## config.mk

```make
export PLATFORM = sky130hd
export DESIGN_NAME = rahash_engine
export DESIGN_NICKNAME = d
export VERILOG_FILES = /design/src/rtl/rahash_pkg.sv /design/src/rtl/rahash_ctrl.sv /design/src/rtl/rahash_dpath.sv /design/src/rtl/rahash_engine.sv
export SDC_FILE = /design/constraint.sdc
export NUM_CORES = 1
export LEC_CHECK = 0
export BUFFER_PORTS_ARGS = -buffer_cell sky130_fd_sc_hd__buf_4
export CORE_MARGIN = 2
export CORE_UTILIZATION = 25
export DETAILED_ROUTE_END_ITERATION = 10
export SKIP_LAST_GASP = 1
export SYNTH_ARGS = -nofsm -noshare
export SYNTH_HDL_FRONTEND = slang
export SYNTH_HIERARCHICAL = 1
export SYNTH_SLANG_ARGS = --single-unit
```

## constraint.sdc

```tcl
create_clock -name clk -period 3.4 [get_ports clk]
set_input_delay 0.68 -clock clk [delete_from_list [all_inputs] [get_ports clk]]
set_output_delay 0.68 -clock clk [all_outputs]
set_load 0.02 [all_outputs]
```

## src/rtl/rahash_pkg.sv

```systemverilog
`timescale 1ns/1ps
package rahash_pkg;
  localparam int HALF_W     = 16;
  localparam int BLOCK_W    = 2 * HALF_W;
  localparam int WORD_W     = 64;
  localparam int NUM_LANES  = 4;
  localparam int KEY_WORDS  = 4;
  localparam int NUM_ROUNDS = 32;
  localparam int RND_W      = $clog2(NUM_ROUNDS);
  localparam int GRP_W      = $clog2(KEY_WORDS);
  localparam logic [63:0]       Z_SEQ   = 64'hFA2561CDF44AC398;
  localparam logic [HALF_W-1:0] SCHED_C = 16'hFFFC;

  typedef logic [HALF_W-1:0] half_t;

  typedef struct packed {
    logic             load;
    logic             step;
    logic             fold;
    logic [RND_W-1:0] rnd;
  } dpCtrl_t;

  function automatic half_t rotl16(input half_t v, input int n);
    return (v << n) | (v >> (HALF_W - n));
  endfunction

  function automatic half_t rotr16(input half_t v, input int n);
    return (v >> n) | (v << (HALF_W - n));
  endfunction
endpackage

```

## src/rtl/rahash_ctrl.sv

```systemverilog
`timescale 1ns/1ps
module rahash_ctrl
  import rahash_pkg::*;
(
  input  logic    clk,
  input  logic    rstN,
  input  logic    start,
  output logic    busy,
  output logic    done,
  output dpCtrl_t ctl
);
  typedef enum logic [1:0] {ST_IDLE, ST_RUN, ST_FOLD} state_t;

  localparam logic [RND_W-1:0] LAST_RND = RND_W'(NUM_ROUNDS - 1);

  state_t           state;
  logic [RND_W-1:0] rndCnt;
  logic             doneQ;

  always_ff @(posedge clk) begin
    if (!rstN) begin
      state  <= ST_IDLE;
      rndCnt <= '0;
      doneQ  <= 1'b0;
    end else begin
      doneQ <= 1'b0;
      case (state)
        ST_IDLE: if (start) begin
          state  <= ST_RUN;
          rndCnt <= '0;
        end
        ST_RUN: begin
          rndCnt <= rndCnt + 1'b1;
          if (rndCnt == LAST_RND) state <= ST_FOLD;
        end
        ST_FOLD: begin
          state <= ST_IDLE;
          doneQ <= 1'b1;
        end
        default: state <= ST_IDLE;
      endcase
    end
  end

  always_comb begin
    ctl.load = (state == ST_IDLE) && start;
    ctl.step = (state == ST_RUN);
    ctl.fold = (state == ST_FOLD);
    ctl.rnd  = rndCnt;
  end

  assign busy = (state != ST_IDLE);
  assign done = doneQ;
endmodule

```

## src/rtl/rahash_dpath.sv

```systemverilog
`timescale 1ns/1ps
module rahash_dpath
  import rahash_pkg::*;
(
  input  logic              clk,
  input  logic              rstN,
  input  dpCtrl_t           ctl,
  input  logic [WORD_W-1:0] opA,
  input  logic [WORD_W-1:0] opB,
  input  logic [WORD_W-1:0] hashKey,
  input  logic              checkMode,
  input  logic [WORD_W-1:0] expectVal,
  output logic [WORD_W-1:0] digest,
  output logic              mismatch
);
  localparam int BYTES_HALF = WORD_W / 16;

  // byte interleave of the operands
  logic [WORD_W-1:0] mixH, mixL;
  always_comb begin
    mixH = '0;
    mixL = '0;
    for (int b = 0; b < BYTES_HALF; b++) begin
      mixH[8*(7-2*b) +: 8] = opB[8*b +: 8];
      mixH[8*(2*b)   +: 8] = opA[8*(BYTES_HALF+b) +: 8];
      mixL[8*(7-2*b) +: 8] = opB[8*(BYTES_HALF+b) +: 8];
      mixL[8*(2*b)   +: 8] = opA[8*b +: 8];
    end
  end

  logic [BLOCK_W-1:0] laneIn [NUM_LANES];
  assign laneIn[0] = mixH[WORD_W-1:BLOCK_W];
  assign laneIn[1] = mixH[BLOCK_W-1:0];
  assign laneIn[2] = mixL[WORD_W-1:BLOCK_W];
  assign laneIn[3] = mixL[BLOCK_W-1:0];

  // incremental key schedule: slide holds k[r..r+3], grp holds the current group
  half_t slideQ [KEY_WORDS];
  half_t grpQ   [KEY_WORDS];
  half_t keyWord [KEY_WORDS];
  half_t schedT, schedNew;
  logic  zBit;
  logic [5:0] zIdx;

  always_comb begin
    for (int w = 0; w < KEY_WORDS; w++)
      keyWord[w] = hashKey[WORD_W-1-HALF_W*w -: HALF_W];
    zIdx     = 6'd63 - 6'(ctl.rnd);
    zBit     = Z_SEQ[zIdx];
    schedT   = rotr16(slideQ[3], 3) ^ slideQ[1];
    schedNew = SCHED_C ^ {{(HALF_W-1){1'b0}}, zBit} ^ slideQ[0]
               ^ schedT ^ rotr16(schedT, 1);
  end

  always_ff @(posedge clk) begin
    if (!rstN) begin
      for (int w = 0; w < KEY_WORDS; w++) begin
        slideQ[w] <= '0;
        grpQ[w]   <= '0;
      end
    end else if (ctl.load) begin
      for (int w = 0; w < KEY_WORDS; w++) begin
        slideQ[w] <= keyWord[w];
        grpQ[w]   <= keyWord[w];
      end
    end else if (ctl.step) begin
      for (int w = 0; w < KEY_WORDS-1; w++) slideQ[w] <= slideQ[w+1];
      slideQ[KEY_WORDS-1] <= schedNew;
      if (ctl.rnd[GRP_W-1:0] == GRP_W'(KEY_WORDS-1)) begin
        for (int w = 0; w < KEY_WORDS-1; w++) grpQ[w] <= slideQ[w+1];
        grpQ[KEY_WORDS-1] <= schedNew;
      end
    end
  end

  // four Feistel lanes
  logic [BLOCK_W-1:0] laneOut [NUM_LANES];

  for (genvar g = 0; g < NUM_LANES; g++) begin : g_lane
    half_t leftQ, rightQ, fVal, rKey;
    logic [GRP_W-1:0] kSel;
    always_comb begin
      kSel = ctl.rnd[GRP_W-1:0] + GRP_W'(g);
      rKey = grpQ[kSel];
      fVal = (rotl16(leftQ, 1) & rotl16(leftQ, 8)) ^ rotl16(leftQ, 2);
    end
    always_ff @(posedge clk) begin
      if (!rstN) begin
        leftQ  <= '0;
        rightQ <= '0;
      end else if (ctl.load) begin
        leftQ  <= laneIn[g][HALF_W-1:0];
        rightQ <= laneIn[g][BLOCK_W-1:HALF_W];
      end else if (ctl.step) begin
        leftQ  <= rightQ ^ fVal ^ rKey;
        rightQ <= leftQ;
      end
    end
    assign laneOut[g] = {rightQ, leftQ};
  end

  // fold, compare and result registers
  logic              modeQ;
  logic [WORD_W-1:0] expQ, foldVal, digestQ;
  logic              mismatchQ;

  assign foldVal = {laneOut[0], laneOut[1]} ^ {laneOut[2], laneOut[3]};

  always_ff @(posedge clk) begin
    if (!rstN) begin
      modeQ     <= 1'b0;
      expQ      <= '0;
      digestQ   <= '0;
      mismatchQ <= 1'b0;
    end else if (ctl.load) begin
      modeQ     <= checkMode;
      expQ      <= expectVal;
      digestQ   <= '0;
      mismatchQ <= 1'b0;
    end else if (ctl.fold) begin
      digestQ   <= foldVal;
      mismatchQ <= modeQ && (foldVal != expQ);
    end
  end

  assign digest   = digestQ;
  assign mismatch = mismatchQ;
endmodule

```

## src/rtl/rahash_engine.sv

```systemverilog
`timescale 1ns/1ps
module rahash_engine
  import rahash_pkg::*;
(
  input  logic        clk,
  input  logic        rstN,
  input  logic        start,
  input  logic [63:0] opA,
  input  logic [63:0] opB,
  input  logic [63:0] hashKey,
  input  logic        checkMode,
  input  logic [63:0] expectVal,
  output logic        busy,
  output logic        done,
  output logic [63:0] digest,
  output logic        mismatch
);
  dpCtrl_t ctl;

  rahash_ctrl u_ctrl (
    .clk   (clk),
    .rstN  (rstN),
    .start (start),
    .busy  (busy),
    .done  (done),
    .ctl   (ctl)
  );

  rahash_dpath u_dpath (
    .clk       (clk),
    .rstN      (rstN),
    .ctl       (ctl),
    .opA       (opA),
    .opB       (opB),
    .hashKey   (hashKey),
    .checkMode (checkMode),
    .expectVal (expectVal),
    .digest    (digest),
    .mismatch  (mismatch)
  );
endmodule

```

==> key figures, run 1 <==
Logic synthesis
  – Synth area leader: dfxtp_1
  – Mean post-synth cell area: 10.8 um2
  – Synth warn: 6
  – Yosys top cell area share: a little under a quarter
  – Syn_nets: 2348
  – Main area contributors after synthesis: dfxtp_1 (24%), edfxtp_1 (17%), xnor2_1 (9.1%)
  – #FFs+latches synth: 394
  – FFs w/ async S/R, synth: 0%
  – Synth Cell Area: 0.0224 mm2
  – Seq/Total Area, Yosys: 40.9%
  – Post-synth cell types: 43
  – Synth Instances: 2083
  – Primary flip-flop cell chosen by synthesis mapping: dfxtp_1
  – Post-synth EDFFs: between 100 and 150

Timing
  – Hold Violations, Final: 0
  – Slew Viols, Final: 0
  – WHS: 335 ps
  – Unrepaired setup endpoints after global routing: no
  – Final setup fails: 0
  – Max Clk Rate: 428 MHz
  – Relative slew slack: 40.3%
  – Worst-margin pin slew: slightly below 900 ps
  – Fin crit share: between 60% and 70%
  – Post-route minimum period: 2340 ps
  – Setup_tns: 0 ps
  – Clock skew: 36.6 ps

Clock tree
  – CTS tree: built
  – Clock Root Buffer: clkbuf_16
  – Post_cts resized: 0
  – Hold Buf Count CTS: 0
  – H-tree levels: 2
  – Clk_lat worst skew: just over 600 ps
  – Clk buf depth: 3
  – TritonCTS buffer count: 45
  – Post-CTS setup buffer count: 0
  – CTS Sinks: 394
  – CTS clock-pin slew for the worst setup and hold paths: 60 ps

Placement
  – Placer Congestion: between 0.8 and 0.9
  – # port buffers: 326
  – DP HPWL: 66.6 mm

Route
  – DRC viols: 0
  – Drt via density: 4.87
  – Wire per inst: between 20 and 25 um
  – Post-DRT Antenna Nets: 0
  – Wirelength, routed: about 87 mm
  – DR iter-0 viols: between 2000 and 2500
  – Vias: around 17000
  – First drt pass iteration count: 6

Setup path
  – CP startpoint: u_ctrl/state[0]$_SDFFE_PN0P_
  – Flop2flop setup slack: 1060 ps
  – Worst-path maximum fanout: 25
  – R2r endpoint: u_dpath/grpQ[3][6]$_DFFE_PP_
  – Worst endpoint data arrival time: 2680 ps
  – Worst reg2reg startpoint: u_ctrl/state[0]$_SDFFE_PN0P_
  – Critical path endpoint category: register
  – CP Class: register to register
  – Critical Path Sink: u_dpath/grpQ[3][6]$_DFFE_PP_
  – R2r worst-path depth: 5
  – Worst setup SP type: register
  – Worst Path Required: ~3700 ps

Die
  – Core Box Area: about 0.089 mm2
  – Height of the die: 303 um
  – Die X: 303 um
  – Initial Util: 25.3%
  – Die ar.: 0.0920 mm2
  – Top Ports: between 300 and 400
  – Core Rows: 109

GRT
  – Vias in the first global route: between 15000 and 20000
  – Initial antenna violation count: 14
  – Gr usage total: 18.3%
  – Global route total overflow: 0
  – First-pass GRT wire length: 121 mm
  – Largest net degree at the start of global routing: about 170

Cells and area
  – Area delta synth->final: 22.7%
  – Nets: 2565
  – Share of layout cells above drive strength 1: 22.6%
  – Final core occ: 31.0%

Pwr
  – Ratio of total power to cell area: approximately 510 mW/mm2
  – VDD IR max: between 0.0003 and 0.0004 V
  – Pleak: 10.6 nW

Run
  – Max-Cap Viols: 0

Min path
  – Hold/Removal Path Class: input pin to register
  – Beginning of the worst hold path: expectVal[52]

Outcome
  – Status: complete, no violations
sequential cells by signal, indices dropped and copies added (netlist names):
signal	flops
u_ctrl/state	2
u_dpath/g_lane.leftQ	64
u_ctrl/rndCnt	5
u_dpath/g_lane.rightQ	64
u_dpath/grpQ	64
u_dpath/expQ	64
u_ctrl/done	1
u_dpath/mismatch	1
u_dpath/modeQ	1
u_dpath/slideQ	64
u_dpath/digest	64
cells in the final DEF (no fill, tap or decap), drive strengths merged, types with 2 or more instances in the layout:
master | netlist | final
buf | 40 | 377
dfxtp | 266 | 266
xnor2 | 233 | 233
nand2 | 207 | 207
mux2i | 131 | 131
nor2 | 131 | 131
edfxtp | 128 | 128
a22o | 102 | 102
o21ai | 87 | 87
xor2 | 73 | 73
nor2b | 71 | 71
and2 | 66 | 66
mux4 | 65 | 65
a211o | 65 | 65
a21boi | 65 | 65
a211oi | 64 | 64
xnor3 | 64 | 64
clkbuf | 167 | 58
nand4 | 18 | 18
clkinv | 0 | 12
a32o | 8 | 8
inv | 5 | 8
bufinv | 0 | 7
ha | 5 | 5
diode | 0 | 4
nor4 | 4 | 4
nor3b | 3 | 3
clkinvlp | 0 | 2
and3 | 2 | 2
a22oi | 2 | 2
nand3 | 2 | 2
stage by stage:
| step | cell area, um2 | worst slack (ps) | std cells | power, mW |
|---|---|---|---|---|
| 2_1_floorplan | 22400 | 896 | 2083 | 7.62 |
| 3_3_place_gp | 25900 | 1010 | 3418 | 8.74 |
| 3_5_place_dp | 25900 | 992 | 3418 | 8.76 |
| 4_1_cts | 27500 | 1050 | 3500 | 14.0 |
| 5_1_grt | 27500 | 890 | 3504 | 14.4 |
| 6_report | 27500 | 1060 | 3504 | 13.9 |
critical path: stages, from the launching register on:
cell and delay, ps:
dfxtp_1 510, and2b_4 470, inv_1 250, nor2_4 190, nand2_1 240, o21ai_0 430
logic make-up after synthesis:
family,share of synthesized area (%)
compound gates,13.4
xor+xnor,18.4
fa+ha+maj,0.279
buf+inv,4.11
flops,40.9
mux,12.4
simple gates,10.5
synth_stat cells, drive strengths merged, types with 4 or more instances:
library cell,count
a32o,8
nor2,131
clkbuf,167
and2,66
dfxtp,266
buf,40
a22o,102
a211oi,64
mux4,65
a211o,65
mux2i,131
xnor2,233
nor4,4
edfxtp,128
ha,5
nor2b,71
xor2,73
inv,5
o21ai,87
a21boi,65
xnor3,64
nand2,207
nand4,18
layout make-up:
type | count | area, um2
multi-input cells | 1477 | 12300
fillers | 9156 | 61200
well taps | 1165 | 1460
clock inverters | 24 | 319
clock buffers | 58 | 1240
diodes | 4 | 10.0
repair buffers | 377 | 2930
inverters | 5 | 18.8
flip-flops and latches | 394 | 9170
per-layer routing:
metal  share of wire, %  vias to the layer above  global-route usage [%]
met5               0.10                        -                       0
met4                2.6                       14                    4.65
met3                9.8                      127                    4.60
met2                 42                      848                    26.8
met1                 45                     8272                    26.8
li1                   -                     7788                       -
worst min path at each step:
stage	slack, ps	to	depth (start not counted)
4_1_cts	310	u_dpath/expQ[52]$_SDFFE_PN0P_	3
5_1_grt	340	u_dpath/expQ[53]$_SDFFE_PN0P_	3
3_5_place_dp	480	u_dpath/digest[18]$_SDFFE_PP0P_	2
3_3_place_gp	480	u_dpath/digest[30]$_SDFFE_PP0P_	2
2_1_floorplan	480	u_dpath/mismatch$_SDFFE_PP0P_	1
6_report	330	u_dpath/expQ[52]$_SDFFE_PN0P_	3
where the power goes:
part	internal, mW	total [mW]	switching, mW
combinational	1.52	2.97	1.45
sequential	5.20	5.72	0.519
clock	3.12	5.24	2.12
(Power assumes the default switching activity.)
==> inputs of run 2 (changes only) <==
--- a/config.mk
+++ b/config.mk
@@ -5,6 +5,7 @@
 export SDC_FILE = /design/constraint.sdc
 export NUM_CORES = 1
 export LEC_CHECK = 0
+export ABC_AREA = 1
 export BUFFER_PORTS_ARGS = -buffer_cell sky130_fd_sc_hd__buf_4
 export CORE_MARGIN = 2
 export CORE_UTILIZATION = 25
==> constraint.sdc (replaced) <==
create_clock -name clk -period 2.2 [get_ports clk]
set_input_delay 0.44 -clock clk [delete_from_list [all_inputs] [get_ports clk]]
set_output_delay 0.44 -clock clk [all_outputs]
set_load 0.02 [all_outputs]
==> run 2 against run 1 <==
Against the previous run:
- combinational power grew 54%
- via count grew 26%
- worst setup slack worse by 880 ps
- wire length up 3.5%
- power rose by 52%
- clock skew up 5.0 ps
- sequential share of layout area shrank 0.48 points
- global-route usage rose by 0.92 points
- maximum frequency grew 16%
- non-clock buffer count is 57 higher
- register-to-register slack got worse by 880 ps
- final area is 1.4% higher
==> key figures, run 2 <==
Logic synthesis
  – Synth warn: 6 (unchanged)
  – Synth Area in XOR/XNOR: 9.61% (-8.8 points)
  – Simple-gate share of the synthesized area: 21.2% (+11 points)
  – Primary flip-flop cell chosen by synthesis mapping: dfxtp_1
  – Most frequent cell after synthesis: nand2_1
  – Synth Area in Compound Gates: 15.5% (+2.1 points)
  – Yosys top cell area share: 24.2% (+0.47 points)
  – #FFs+latches synth: 394 (unchanged)
  – Seq/Total Area, Yosys: 41.7% (+0.81 points)
  – Synth area leader: dfxtp_1
  – Syn_nets: 3368 (+43%)
  – FFs w/ async S/R, synth: 0% (unchanged)
  – Synth cell count leaders: nand2_1 (839), inv_1 (489), o21ai_0 (304), dfxtp_1 (266), nor2_1 (176)
  – Multiplexer share of the synthesized area: 0% (-12 points)
  – Post-synth cell types: 29 (-33%)
  – Synth Cell Area: 0.0220 mm2 (-1.9%)
  – Mean post-synth cell area: 7.08 um2 (-34%)
  – Main area contributors after synthesis: dfxtp_1 (24%), edfxtp_1 (18%), nand2_1 (14%)
  – Adder and majority gate portion of the synthesized area: 0.285% (+0.0055 points)
  – Post-synth EDFFs: 128 (unchanged)
  – Main combinational cell family by area after synthesis: simple AND/OR/NAND/NOR gates
  – Synth Instances: 3103 (+49%)

Pwr
  – Pleak: 12.5 nW (+18%)
  – Comb power frac: 21.6% (+0.3 points)
  – Int Pwr: 14.4 mW (+46%)
  – Pwr Total: 21.1 mW (+52%)
  – Seq pwr share: 40.9% (-0.2 points)
  – Switching share of power: 31.9% (+2.5 points)
  – Clock share of power: 37.5% (about the same)
  – Ratio of total power to cell area: 758 mW/mm2 (+50%)
  – Sw power: 6.74 mW (+65%)
  – VDD IR max: 0.000476 V (+52%)

Cells and area
  – Area delta synth->final: 27.0%
  – Commonest non-fill, non-tap cell in the layout: nand2_1
  – Finished Cell Area: 0.0279 mm2 (+1.4%)
  – Final core occ: 32.1% (+1.1 points)
  – Post-route insts no fill: 4609 (+32%)
  – Share of layout cells above drive strength 1: 15.2% (-7.4 points)
  – Nets: 3681 (+44%)
  – Commonest non-fill, non-tap cells in the layout: nand2_1 (837), inv_1 (488), buf_4 (407)
  – Fillers: 9263 (+1.2%)

Timing
  – Max Clk Rate: 497 MHz (+16%)
  – Hold Violations, Final: 0 (unchanged)
  – Setup_tns: 0 ps (unchanged)
  – Worst-margin pin slew: 895 ps (+0.198 ps)
  – Unrepaired setup endpoints after global routing: no
  – Final WS setup: 187 ps (-877 ps)
  – Final setup fails: 0 (unchanged)
  – Slew Viols, Final: 0 (unchanged)
  – WHS: 46.3 ps (-288 ps)
  – Fin crit share: 91.5% (+23 points)
  – Relative slew slack: 40.3% (about the same)
  – Post-route minimum period: 2010 ps (-323 ps)
  – Clock skew: 41.6 ps (+5.03 ps)

Run
  – Max-Cap Viols: 0 (unchanged)

Min path
  – Hold/Removal Path Class: input pin to register

Clock tree
  – Hold Buf Count CTS: 0 (unchanged)
  – CTS Sinks: 394 (unchanged)
  – TritonCTS buffer count: 47 (+4.4%)
  – CTS tree: built
  – CTS clock-pin slew for the worst setup and hold paths: 60 ps (about the same)
  – Clock Root Buffer: clkbuf_16
  – Clk_lat worst skew: 620 ps (about the same)
  – H-tree levels: 2 (unchanged)
  – Post-CTS setup buffer count: 0 (unchanged)
  – Post_cts resized: 0 (unchanged)
  – Clk buf depth: 3 (unchanged)

Setup path
  – Worst Path Required: 2560 ps (-1180 ps)
  – Most used cell, CP: buf_12
  – WP buf/inv: 4 (+3)
  – Delay-heaviest family, CP: buffers and inverters
  – Critical-path cell list: nor2_1, nand2_1, inv_6, buf_4, nand2_4, buf_12, buf_12, o22ai_1
  – CP Class: register to register
  – Worst setup SP type: register
  – CP max-delay cell: o22ai_1
  – CP max stage delay: 350 ps (-160 ps)
  – Critical path endpoint category: register
  – Worst-path maximum fanout: 61 (+140%)
  – Worst endpoint data arrival time: 2380 ps (-300 ps)

Placement
  – DP HPWL: 70.0 mm (+5.2%)
  – Placed Instances: 4522 (+32%)
  – Placed inst area: 0.0263 mm2 (+1.6%)
  – # port buffers: 326 (unchanged)
  – Setup WS pre-CTS: 144 ps (-848 ps)
  – Placer Congestion: 0.922 (+3.6%)

GRT
  – Gr usage total: 19.3% (+0.92 points)
  – Largest net degree at the start of global routing: 120 (-30%)
  – Initial antenna violation count: 1 (-13)
  – First-pass GRT wire length: 130 mm (+7.1%)
  – Vias in the first global route: 19800 (+22%)
  – Global route total overflow: 0 (unchanged)

Die
  – Die X: 300 um (-0.96%)
  – Initial Util: 25.3% (about the same)
  – Top Ports: 327 (unchanged)
  – Core Box Area: 0.0869 mm2 (-2.0%)
  – Core Rows: 108 (-0.92%)
  – Height of the die: 300 um (-0.96%)
  – Die ar.: 0.0902 mm2 (-1.9%)

Route
  – DRC viols: 0 (unchanged)
  – Vias: 21400 (+26%)
  – Post-DRT Antenna Nets: 0 (unchanged)
  – DR iter-0 viols: 2246 (+6.9%)
  – Wire per inst: 19.5 um (-21%)
  – Drt via density: 4.65 (-4.5%)
  – First drt pass iteration count: 6 (unchanged)
  – Wirelength, routed: 90.0 mm (+3.5%)

Outcome
  – Status: complete, no violations
[run 2: cell count changes in the layout (fill, tap and decap cells not counted), sizes merged, moves of 71 or more]
| cell | previous run | this run |
|---|---|---|
| inv | 8 | 497 |
| nor2b | 71 | 0 |
| o22ai | 0 | 81 |
| xnor2 | 233 | 95 |
| nand3 | 2 | 153 |
| a22o | 102 | 0 |
| mux2i | 131 | 0 |
| nand2 | 207 | 840 |
| o21ai | 87 | 411 |
| xor2 | 73 | 146 |
[run 2: path summary, 6_finish.rpt]
check                                    start                            end  slack, ps  depth (start not counted)
hold / removal                   expectVal[31]  u_dpath/expQ[31]$_SDFFE_PN0P_         50                          3
setup / recovery  u_ctrl/state[1]$_SDFFE_PN0P_   u_dpath/grpQ[3][9]$_DFFE_PP_        190                          8
hold reg to reg     u_dpath/modeQ$_SDFFE_PN0P_     u_dpath/modeQ$_SDFFE_PN0P_        470                          2
setup reg to reg  u_ctrl/state[1]$_SDFFE_PN0P_   u_dpath/grpQ[3][9]$_DFFE_PP_        190                          8
[run 2: metal layers]
metal	up-vias	GRT usage, %	part of all wire, %
met5	-	0	0
met4	0	5.19	2.4
met3	102	3.48	8.9
met2	913	28.6	42
met1	9936	28.4	46
li1	10500	-	-
[run 2: cells by family (layout without fill, tap and decap cells)]
family          count (synthesis)  in the layout
xor+xnor                      241            241
compound gates                619            619
buf+inv                       665           1015
flops                         394            394
simple gates                 1179           1179
fa+ha+maj                       5              5
other cells                     0              1
[run 2: cell type report]
class / instances / area, um2 / share of cell area [%]
diodes: 1 / 2.50 / 0.00898
clock inverters: 18 / 190 / 0.682
repair buffers: 434 / 3600 / 12.9
clock buffers: 68 / 1360 / 4.86
inverters: 495 / 1860 / 6.69
multi-input cells: 2044 / 10300 / 36.8
flip-flops and latches: 394 / 9170 / 32.9
well taps: 1155 / 1450 / 5.18
[run 2: power by group through the flow]
stage	clock network, mW	logic [mW]	registers, mW
after floorplan	0	2.79	8.52
after global placement	0	4.47	8.77
after detailed placement	0	4.49	8.78
final	7.92	4.56	8.65
after CTS	8.08	4.52	8.62
after global routing	8.33	5.00	8.69
[run 2: worst register-to-register path, delay by kind of cell, from the launching register on]
| family | cells | cell delay (ps) |
|---|---|---|
| AOI/OAI and AO/OA | 1 | 350 |
| buffers and inverters | 4 | 730 |
| DFF | 1 | 340 |
| and+or+nand+nor | 3 | 370 |
